**src/rtl/i2c_rf_pkg.sv**
```systemverilog
package i2c_rf_pkg;
  typedef enum logic [2:0] {
    ST_IDLE, ST_ADDR, ST_PTR, ST_WDATA, ST_ACK, ST_RDATA, ST_HACK, ST_SKIP
  } eng_state_e;

  typedef enum logic [1:0] {
    ACT_TO_PTR, ACT_SET_PTR, ACT_WRITE, ACT_TO_READ
  } ack_act_e;

  localparam logic [4:0] HS_PREFIX     = 5'b00001;
  localparam logic [4:0] ADDR_FIXED_DF = 5'b10010;
endpackage

```
**src/rtl/i2c_rf_line_sense.sv**
```systemverilog
module i2c_rf_line_sense (
  input  logic clk_i,
  input  logic rst_ni,
  input  logic scl_i,
  input  logic sda_i,
  output logic start_o,
  output logic stop_o,
  output logic scl_rise_o,
  output logic scl_fall_o
);
  logic scl_q, sda_q;

  always_ff @(posedge clk_i or negedge rst_ni) begin
    if (!rst_ni) begin
      scl_q <= 1'b1;
      sda_q <= 1'b1;
    end else begin
      scl_q <= scl_i;
      sda_q <= sda_i;
    end
  end

  assign start_o    = scl_q & scl_i & sda_q & ~sda_i;
  assign stop_o     = scl_q & scl_i & ~sda_q & sda_i;
  assign scl_rise_o = ~scl_q & scl_i;
  assign scl_fall_o = scl_q & ~scl_i;
endmodule

```
**src/rtl/i2c_rf_reg_bank.sv**
```systemverilog
module i2c_rf_reg_bank #(
  parameter int NUM_REGS = 4,
  parameter int DATA_W   = 8,
  localparam int PTR_W   = $clog2(NUM_REGS)
) (
  input  logic                       clk_i,
  input  logic                       rst_ni,
  input  logic                       wr_en_i,
  input  logic [PTR_W-1:0]           wr_idx_i,
  input  logic [DATA_W-1:0]          wr_data_i,
  input  logic [PTR_W-1:0]           rd_idx_i,
  output logic [DATA_W-1:0]          rd_data_o,
  output logic [NUM_REGS*DATA_W-1:0] flat_o
);
  logic [DATA_W-1:0] bank_q [NUM_REGS];

  for (genvar k = 0; k < NUM_REGS; k++) begin : g_reg
    always_ff @(posedge clk_i or negedge rst_ni) begin
      if (!rst_ni)                                  bank_q[k] <= '0;
      else if (wr_en_i && wr_idx_i == PTR_W'(k))    bank_q[k] <= wr_data_i;
    end
    assign flat_o[k*DATA_W +: DATA_W] = bank_q[k];
  end

  assign rd_data_o = bank_q[rd_idx_i];
endmodule

```
**src/rtl/i2c_rf_engine.sv**
```systemverilog
module i2c_rf_engine
  import i2c_rf_pkg::*;
#(
  parameter int DATA_W  = 8,
  parameter int PTR_W   = 2,
  parameter int STRAP_W = 2,
  parameter int ADDR_W  = 7,
  parameter logic [ADDR_W-STRAP_W-1:0] ADDR_FIXED = ADDR_FIXED_DF,
  localparam int CNT_W  = $clog2(DATA_W + 1)
) (
  input  logic               clk_i,
  input  logic               rst_ni,
  input  logic               sda_i,
  input  logic               start_i,
  input  logic               stop_i,
  input  logic               scl_rise_i,
  input  logic               scl_fall_i,
  input  logic [STRAP_W-1:0] strap_i,
  input  logic [DATA_W-1:0]  rd_data_i,
  output logic [PTR_W-1:0]   ptr_o,
  output logic               wr_en_o,
  output logic [DATA_W-1:0]  wr_data_o,
  output logic               sda_oe_o,
  output logic               high_speed_o
);
  localparam logic [CNT_W-1:0] FULL = CNT_W'(DATA_W);

  eng_state_e        state_q;
  ack_act_e          act_q, byte_act;
  logic [DATA_W-1:0] shreg_q;
  logic [CNT_W-1:0]  bit_cnt_q;
  logic [PTR_W-1:0]  ptr_q;
  logic              oe_q, hs_q, hs_pend_q;
  logic              byte_ok, addr_hit, hs_code, ptr_ok;

  assign addr_hit = shreg_q[DATA_W-1 -: ADDR_W] == {ADDR_FIXED, strap_i};
  assign hs_code  = shreg_q[DATA_W-1 -: 5] == HS_PREFIX;
  assign ptr_ok   = shreg_q[DATA_W-1:PTR_W] == '0;

  always_comb begin
    byte_ok  = 1'b0;
    byte_act = ACT_TO_PTR;
    unique case (state_q)
      ST_ADDR: begin
        byte_ok  = addr_hit;
        byte_act = shreg_q[0] ? ACT_TO_READ : ACT_TO_PTR;
      end
      ST_PTR: begin
        byte_ok  = ptr_ok;
        byte_act = ACT_SET_PTR;
      end
      ST_WDATA: begin
        byte_ok  = 1'b1;
        byte_act = ACT_WRITE;
      end
      default: ;
    endcase
  end

  // commit lands on the falling edge that ends the acknowledge
  assign wr_en_o   = (state_q == ST_ACK) && scl_fall_i && (act_q == ACT_WRITE)
                     && !start_i && !stop_i;
  assign wr_data_o = shreg_q;

  always_ff @(posedge clk_i or negedge rst_ni) begin
    if (!rst_ni) begin
      state_q   <= ST_IDLE;
      act_q     <= ACT_TO_PTR;
      shreg_q   <= '0;
      bit_cnt_q <= '0;
      ptr_q     <= '0;
      oe_q      <= 1'b0;
      hs_q      <= 1'b0;
      hs_pend_q <= 1'b0;
    end else if (stop_i) begin
      state_q   <= ST_IDLE;
      bit_cnt_q <= '0;
      oe_q      <= 1'b0;
      hs_q      <= 1'b0;
      hs_pend_q <= 1'b0;
    end else if (start_i) begin
      state_q   <= ST_ADDR;
      bit_cnt_q <= '0;
      oe_q      <= 1'b0;
      hs_pend_q <= 1'b0;
      if (hs_pend_q) hs_q <= 1'b1;
    end else begin
      unique case (state_q)
        ST_ADDR, ST_PTR, ST_WDATA: begin
          if (scl_rise_i && bit_cnt_q != FULL) begin
            shreg_q   <= {shreg_q[DATA_W-2:0], sda_i};
            bit_cnt_q <= bit_cnt_q + 1'b1;
          end else if (scl_fall_i && bit_cnt_q == FULL) begin
            bit_cnt_q <= '0;
            if (byte_ok) begin
              oe_q    <= 1'b1;
              act_q   <= byte_act;
              state_q <= ST_ACK;
            end else begin
              state_q <= ST_SKIP;
              if (state_q == ST_ADDR && hs_code) hs_pend_q <= 1'b1;
            end
          end
        end
        ST_ACK: begin
          if (scl_fall_i) begin
            oe_q <= 1'b0;
            unique case (act_q)
              ACT_TO_PTR:  state_q <= ST_PTR;
              ACT_SET_PTR: begin
                ptr_q   <= shreg_q[PTR_W-1:0];
                state_q <= ST_WDATA;
              end
              ACT_WRITE:   state_q <= ST_SKIP;
              ACT_TO_READ: begin
                shreg_q <= rd_data_i;
                oe_q    <= ~rd_data_i[DATA_W-1];
                state_q <= ST_RDATA;
              end
              default:     state_q <= ST_SKIP;
            endcase
          end
        end
        ST_RDATA: begin
          if (scl_rise_i && bit_cnt_q != FULL) begin
            bit_cnt_q <= bit_cnt_q + 1'b1;
          end else if (scl_fall_i && bit_cnt_q == FULL) begin
            oe_q      <= 1'b0;
            bit_cnt_q <= '0;
            state_q   <= ST_HACK;
          end else if (scl_fall_i && bit_cnt_q != '0) begin
            shreg_q <= {shreg_q[DATA_W-2:0], 1'b0};
            oe_q    <= ~shreg_q[DATA_W-2];
          end
        end
        ST_HACK: if (scl_fall_i) state_q <= ST_SKIP;
        default: ;
      endcase
    end
  end

  assign ptr_o        = ptr_q;
  assign sda_oe_o     = oe_q;
  assign high_speed_o = hs_q;
endmodule

```
**src/rtl/i2c_regfile_target.sv**
```systemverilog
module i2c_regfile_target
  import i2c_rf_pkg::*;
#(
  parameter int NUM_REGS = 4,
  parameter int DATA_W   = 8,
  parameter int STRAP_W  = 2,
  parameter int ADDR_W   = 7,
  parameter logic [ADDR_W-STRAP_W-1:0] ADDR_FIXED = ADDR_FIXED_DF,
  localparam int PTR_W   = $clog2(NUM_REGS),
  localparam int FLAT_W  = NUM_REGS * DATA_W
) (
  input  logic               clk_i,
  input  logic               rst_ni,
  input  logic               scl_i,
  input  logic               sda_i,
  input  logic [STRAP_W-1:0] strap_i,
  output logic               sda_oe_o,
  output logic               high_speed_o,
  output logic [FLAT_W-1:0]  regs_o
);
  logic              start_w, stop_w, rise_w, fall_w, wr_en_w;
  logic [PTR_W-1:0]  ptr_w;
  logic [DATA_W-1:0] wr_data_w, rd_data_w;

  i2c_rf_line_sense u_sense (
    .clk_i      (clk_i),
    .rst_ni     (rst_ni),
    .scl_i      (scl_i),
    .sda_i      (sda_i),
    .start_o    (start_w),
    .stop_o     (stop_w),
    .scl_rise_o (rise_w),
    .scl_fall_o (fall_w)
  );

  i2c_rf_engine #(
    .DATA_W     (DATA_W),
    .PTR_W      (PTR_W),
    .STRAP_W    (STRAP_W),
    .ADDR_W     (ADDR_W),
    .ADDR_FIXED (ADDR_FIXED)
  ) u_engine (
    .clk_i        (clk_i),
    .rst_ni       (rst_ni),
    .sda_i        (sda_i),
    .start_i      (start_w),
    .stop_i       (stop_w),
    .scl_rise_i   (rise_w),
    .scl_fall_i   (fall_w),
    .strap_i      (strap_i),
    .rd_data_i    (rd_data_w),
    .ptr_o        (ptr_w),
    .wr_en_o      (wr_en_w),
    .wr_data_o    (wr_data_w),
    .sda_oe_o     (sda_oe_o),
    .high_speed_o (high_speed_o)
  );

  i2c_rf_reg_bank #(
    .NUM_REGS (NUM_REGS),
    .DATA_W   (DATA_W)
  ) u_bank (
    .clk_i     (clk_i),
    .rst_ni    (rst_ni),
    .wr_en_i   (wr_en_w),
    .wr_idx_i  (ptr_w),
    .wr_data_i (wr_data_w),
    .rd_idx_i  (ptr_w),
    .rd_data_o (rd_data_w),
    .flat_o    (regs_o)
  );
endmodule

```
**config.mk**
```make
export PLATFORM = sky130hd
export DESIGN_NAME = i2c_regfile_target
export DESIGN_NICKNAME = d
export VERILOG_FILES = /design/src/rtl/i2c_rf_pkg.sv /design/src/rtl/i2c_rf_line_sense.sv /design/src/rtl/i2c_rf_reg_bank.sv /design/src/rtl/i2c_rf_engine.sv /design/src/rtl/i2c_regfile_target.sv
export SDC_FILE = /design/constraint.sdc
export NUM_CORES = 1
export LEC_CHECK = 0
export BUFFER_PORTS_ARGS = -buffer_cell sky130_fd_sc_hd__buf_2
export CELL_PAD_IN_SITES_DETAIL_PLACEMENT = 0
export CELL_PAD_IN_SITES_GLOBAL_PLACEMENT = 1
export CORE_ASPECT_RATIO = 1.4
export CORE_MARGIN = 3
export CORE_UTILIZATION = 35
export CTS_CLUSTER_DIAMETER = 120
export DETAILED_ROUTE_END_ITERATION = 8
export PLACE_DENSITY = 0.74
export REMOVE_ABC_BUFFERS = 1
export SLEW_MARGIN = 25
export SYNTH_ARGS = -nofsm -noshare
export SYNTH_HDL_FRONTEND = slang
export SYNTH_SLANG_ARGS = --single-unit
```
**constraint.sdc**
```tcl
create_clock -name clk_i -period 2.2 [get_ports clk_i]
set_input_delay 0.33 -clock clk_i [delete_from_list [all_inputs] [get_ports clk_i]]
set_output_delay 0.33 -clock clk_i [all_outputs]
set_load 0.01 [all_outputs]
```
# After elaboration in Yosys (flattened, before gate mapping)
# Index checks and enable logic that the tools add are counted.
# W data, S select, Z words.
totals:
  latch_bits: 0
  ramBits: 0
  out_inout_bits: 34
  in_bits: 6
  reg_bits: 56
  elab_cells: 153
  mem_bits_ro: 0
  n_memories: 0
op_classes:
  n_addsub: 1
  eq_ne: 32
  multipliers: 0
  n_mux: 50
  bitwise_logic: 17
  magnitude_cmp: 1
  shift: 0
  n_reduce_logical: 38
  div: 0
op_table:
  columns: ["op", "n"]
  rows:
  - ["$mux W8", 8]
  - ["$mux W3", 8]
  - ["$pmux W3 S4", 2]
  - ["$pmux W8 S3", 1]
  - ["$mux W1", 20]
  - ["$mux W4", 5]
  - ["$ne A4 B1 Y1 const B", 5]
  - ["$bmux W8 S2", 1]
  - ["$reduce_bool A3 Y1", 5]
  - ["$reduce_and A7 Y1", 2]
  - ["$logic_and A1 B1 Y1", 12]
  - ["$reduce_and A5 Y1", 2]
  - ["$eq A3 B3 Y1 const B", 3]
  - ["$not A1 Y1", 9]
  - ["$reduce_and A9 Y1", 1]
  - ["$eq A2 B2 Y1 const B", 4]
  - ["$ne A4 B2 Y1 const B", 2]
  - ["$reduce_bool A4 Y1", 2]
  - ["$and A1 B1 Y1", 7]
  - ["$eq A7 B7 Y1", 1]
  - ["$eq A3 B2 Y1 const B", 2]
  - ["$logic_not A6 Y1", 1]
  - ["$ne A2 B1 Y1 const B", 3]
  - ["$ne A2 B2 Y1 const B", 3]
  - ["other kinds (22)", 30]

# Depth between registers and ports, before layout
logic_depth:
  ltp_word: 10
  mapped_depth: 7
  depth_no_buf: 7

# Cells and area by module
# Synthesis repeated with hierarchy kept, for this count alone.
unflattened:
  cells_unflattened: 219
  area_unflattened_um2: 2940.3
by_module_without_submodules:
  columns: ["mod", "instances", "cells_each", "area_per_inst_um2", "seq_area_each_um2"]
  rows:
  - ["i2c_rf_engine", 1, 135, 1451.4, 550.5]
  - ["i2c_rf_reg_bank", 1, 78, 1401.3, 800.8]
  - ["i2c_rf_line_sense", 1, 6, 87.6, 52.6]

# Least setup slack after synthesis
# OpenSTA, ideal clock, no wires.
synth_path:
  kind: "reg2reg"
  from: "register u_engine.bit_cnt_q[0]"
  to: "register u_engine.shreg_q[0] (netlist: u_engine.wr_data_o[0])"
  slack_ps: 285
  setup_ps: 125
  arrival_time_ps: 1790
  t_required_ps: 2075
  stages_incl_launch_ff: 8
  period_less_slack_ps: 1915
  n_path_buf: 0
  path_cell_list: "dfrtp_1 > inv_1 > ha_1 > nand3b_1 > nand2b_1 > a2bb2oi_1 > a211oi_4 > mux2_2"
synth_via:
  elab_chain_len: 4
  elab_cells_between_ends: 11
synth_lines:
  columns: ["item", "line", "rtl"]
  rows:
  - ["start: declaration", "i2c_rf_engine.sv:31", "logic [CNT_W-1:0] bit_cnt_q;"]
  - ["start signal: assignment", "i2c_rf_engine.sv:92", "bit_cnt_q <= bit_cnt_q + 1'b1;"]
  - ["start signal: assignment", "i2c_rf_engine.sv:126", "bit_cnt_q <= bit_cnt_q + 1'b1;"]
  - ["$ne A4 B4 Y1 (tied with other cells)", "i2c_rf_engine.sv:90, i2c_rf_engine.sv:125", null]
  - ["$logic_and A1 B1 Y1 (on tied branches)", null, null]
  - ["$ne A2 B2 Y1 (no source line) or $ne A2 B1 Y1 (tied branches)", null, null]
  - ["$reduce_and A9 Y1 (no source line) *", null, null]
  - ["end signal: assignment", "i2c_rf_engine.sv:91", "shreg_q <= {shreg_q[DATA_W-2:0], sda_i};"]
  - ["end signal: assignment", "i2c_rf_engine.sv:116", "shreg_q <= rd_data_i;"]
  - ["end signal: assignment", "i2c_rf_engine.sv:132", "shreg_q <= {shreg_q[DATA_W-2:0], 1'b0};"]
  - ["end: declaration", "i2c_rf_engine.sv:30", "logic [DATA_W-1:0] shreg_q;"]
# Mark *: on every way between the ends. The rest lies on a longest branch, timed or not.
# A chain may end at the register's enable or synchronous reset.

# Final worst setup path
layout_path:
  from: "register u_engine.bit_cnt_q[1]"
  to: "register u_engine.shreg_q[6] (netlist: u_engine.wr_data_o[6])"
# The elaborated chain is that of the path after synthesis.

==> impl_metrics.ini <==
[routing]
top_layer_used = met4
first_iter_violations = 138
routed-wl-met2_um = 3780
wl_met1_um = 3020
routed_wl_um = 7070
wl_per_cell_um = 17.6
first_pass_iters = 4
routed-wl-met3_um = 166
ant_nets = 0
vias_per_cell = 5.31
drc_errors = 0
dr_total_vias = 2128

[setup_path]
critPathMaxFanout = 8
crit_required_ns = 2.40
cp_slowest_stage_delay_ns = 0.40
crit_buf_inv = 2
path_cells = inv_1, ha_1, nand3b_1, nand2b_1, a2bb2oi_1, a211oi_4, buf_12, mux2_2
startpoint_type = flip-flop
timing.critical_path.max_delay_family = compound AO/OA/AOI/OAI gates
cp-end-kind = flip-flop
worstSetupPathType = flip-flop to flip-flop
arrival_ns = 2.30
slowest_stage = dfrtp_1

[yosys]
synth_xor_area_share_pct = 1.19
synthCells = 241
synth_compound_area_share_pct = 10.3
synthArstFlopShare_pct = 100
synth-edff-count = 0
synth-simple-area-share_pct = 12.3
synth_flop_cell = dfrtp_1
syn_area_um2 = 2940
yosysSeqAreaShare_pct = 47.8
synthAdderAreaFrac_pct = 0.852
synthMuxAreaShare_pct = 25.2
synth_seq_cells = 56
yosysTopAreaCell = dfrtp_1
avgSynthCellArea_um2 = 12.2
synth_top_family_by_area = multiplexers
synth_cell_types = 53
synth_area_leaders = dfrtp_1, mux2_2, mux4_2
synth_most_common_cell = dfrtp_1
synth_top_area_share_pct = 46.0
yosysWarningCount = 0
synth_common_cells = dfrtp_1, mux2_2, nand2_1, nor2_1, o21ai_0

[placement]
portBuffers = 39
place.gp.congestion = 0.852
hpwl_um = 5300

[clock_network]
cts_buffer_depth = 2
postCtsHoldBufs = 0
cts_buffers = 5
clkTransAtPathRegs_ns = 0.11
clock-sinks = 56
cts_tree = built
clk_latency_ns = 0.32
root_buffer = clkbuf_8
h-tree-depth = 2

[worst_hold_path]
hold_class = input port to async pin

[finish]
layout-drive-gt1-share_pct = 46.2
utilization_pct = 44.6
nNetsFinal = 308
antennaDiodeCount = 0
syn_to_final_growth_pct = 20.6
regArea_um2 = 1400
fillers = 760
multi_input_area_um2 = 1480

[floorplanning]
coreArea_um2 = 7940
initial_core_util_pct = 37.0
die_h_um = 114
fp.dieW_um = 83.4
die_area_um2 = 9540
rows = 38
ios = 40

[timing]
hold_violations = 3
relSlewSlack_pct = 58.8
timing.hold.ws_ns = -0.0173
fin_tns_setup_ns = 0
drv_slew = 0
fmax_mhz = 475
tightest_slew_ns = 0.616
clock_skew_ns = 0.0166
finalCritPeriodShare_pct = 95.6
setup_viol = 0
rsz0062_at_grt = no
fin_crit_ns = 2.10

[pwr]
net-switching-power_uw = 1230
seqPwrFrac_pct = 42.1
swShare_pct = 36.4
peakVddDrop_mv = 0.505
leakage_uw = 0.00168
pwr-share-clk_pct = 17.7
p_int_uw = 2140
combPwrFrac_pct = 40.2
powerDensity_nw_per_um2 = 951

[run_status]
status = finished with violations
failed_checks = negative hold slack

[global_routing]
grt_antenna_before_repair = 0
grt_max_degree = 35
grt_use_total_pct = 15.6
grt-ovfl-total = 0
grt_pass1_vias = 2300
grt_pass1_wl_um = 11900

[job]
maxCapViolCount = 0
## layout by cell type, fill, tap and decap left out, drive strengths merged, types with 2 or more instances in the layout
cell type / count
a211oi: 3
a21oi: 8
buf: 62
clkbuf: 7
dfrtp: 54
dfstp: 2
ha: 2
inv: 7
mux2: 48
mux2i: 2
mux4: 8
nand2: 13
nand2b: 4
nand3: 5
nand3b: 4
nor2: 15
nor2b: 3
nor3: 2
nor4: 5
o21ai: 12
o22ai: 3
or2: 2
or3: 2
xor2: 3
## routing by layer
layer,up-vias,GRT usage [%]
li1,1018,-
met3,6,2.59
met1,1069,19.1
met4,0,5.47
met5,-,0
met2,35,28.0
## logic make-up after synthesis
kind of cell | Yosys count
adder cells (fa/ha/maj) | 2
multiplexers | 58
AO/OA/AOI/OAI | 42
flip-flops | 56
XOR/XNOR | 4
buffers and inverters | 17
AND/OR/NAND/NOR | 62
## cell type report
class / instances / area share [%]
multi-input cells: 168 / 41.7
inverters: 7 / 0.742
flip-flops and latches: 56 / 39.6
clock buffers: 7 / 2.44
well taps: 100 / 3.53
clock inverters: 1 / 0.212
repair buffers: 62 / 11.8
## worst register-to-register path, stage by stage, from the launching register on
cell       delay, ns
dfrtp_1         0.40
inv_1           0.05
ha_1            0.21
nand3b_1        0.25
nand2b_1        0.14
a2bb2oi_1       0.18
a211oi_4        0.27
buf_12          0.16
mux2_2          0.33
## sequential cells by signal, summed over array words and instances, names as in the netlist
signal                 count
u_sense.scl_q              1
u_engine.bit_cnt_q         4
u_engine.hs_pend_q         1
u_engine.wr_data_o         8
u_engine.state_q           3
u_engine.high_speed_o      1
u_bank.flat_o             32
u_engine.act_q             2
u_sense.sda_q              1
u_engine.ptr_o             2
u_engine.sda_oe_o          1
## stage by stage
step	hold WS, ns	power (µW)	setup slack (ns)	std cells	area [µm²]
after floorplan	0.0344	2250	0.0469	231	2900
after global placement	0.359	2700	0.111	388	3390
after detailed placement	0.366	2720	0.0565	388	3390
after CTS	0.00480	3330	0.0202	396	3480
after global routing	0.0268	3610	0.00549	401	3540
final	-0.0173	3370	0.0957	401	3540
## timing repair
item / in CTS / in global routing
resized for setup: 0 / 3
endpoints found under the setup margin: 0 / 9
buffers inserted: 0 / 5
## final timing paths
path / start / depth (start not counted) / end / slack [ns]
worst max-delay path: u_engine.bit_cnt_q[1] / 8 / u_engine.wr_data_o[6] / 0.1
worst min-delay path: rst_ni / 1 / u_engine.bit_cnt_q[3] / -0.02
worst max register to register: u_engine.bit_cnt_q[1] / 8 / u_engine.wr_data_o[6] / 0.1
worst min register to register: u_bank.flat_o[24] / 2 / u_bank.flat_o[24] / 0.53
max in group asynchronous: rst_ni / 2 / u_engine.wr_data_o[3] / 1.63
min in group clk_i: scl_i / 1 / u_sense.scl_q / 0.16
## power groups by stage
stage	Combinational, µW	Clock (µW)	Sequential [µW]
after global placement	1270	0	1440
after global routing	1480	667	1450
after CTS	1280	626	1430
after detailed placement	1280	0	1450
after floorplan	792	0	1450
final	1360	597	1420
(Power assumes the default switching activity.)
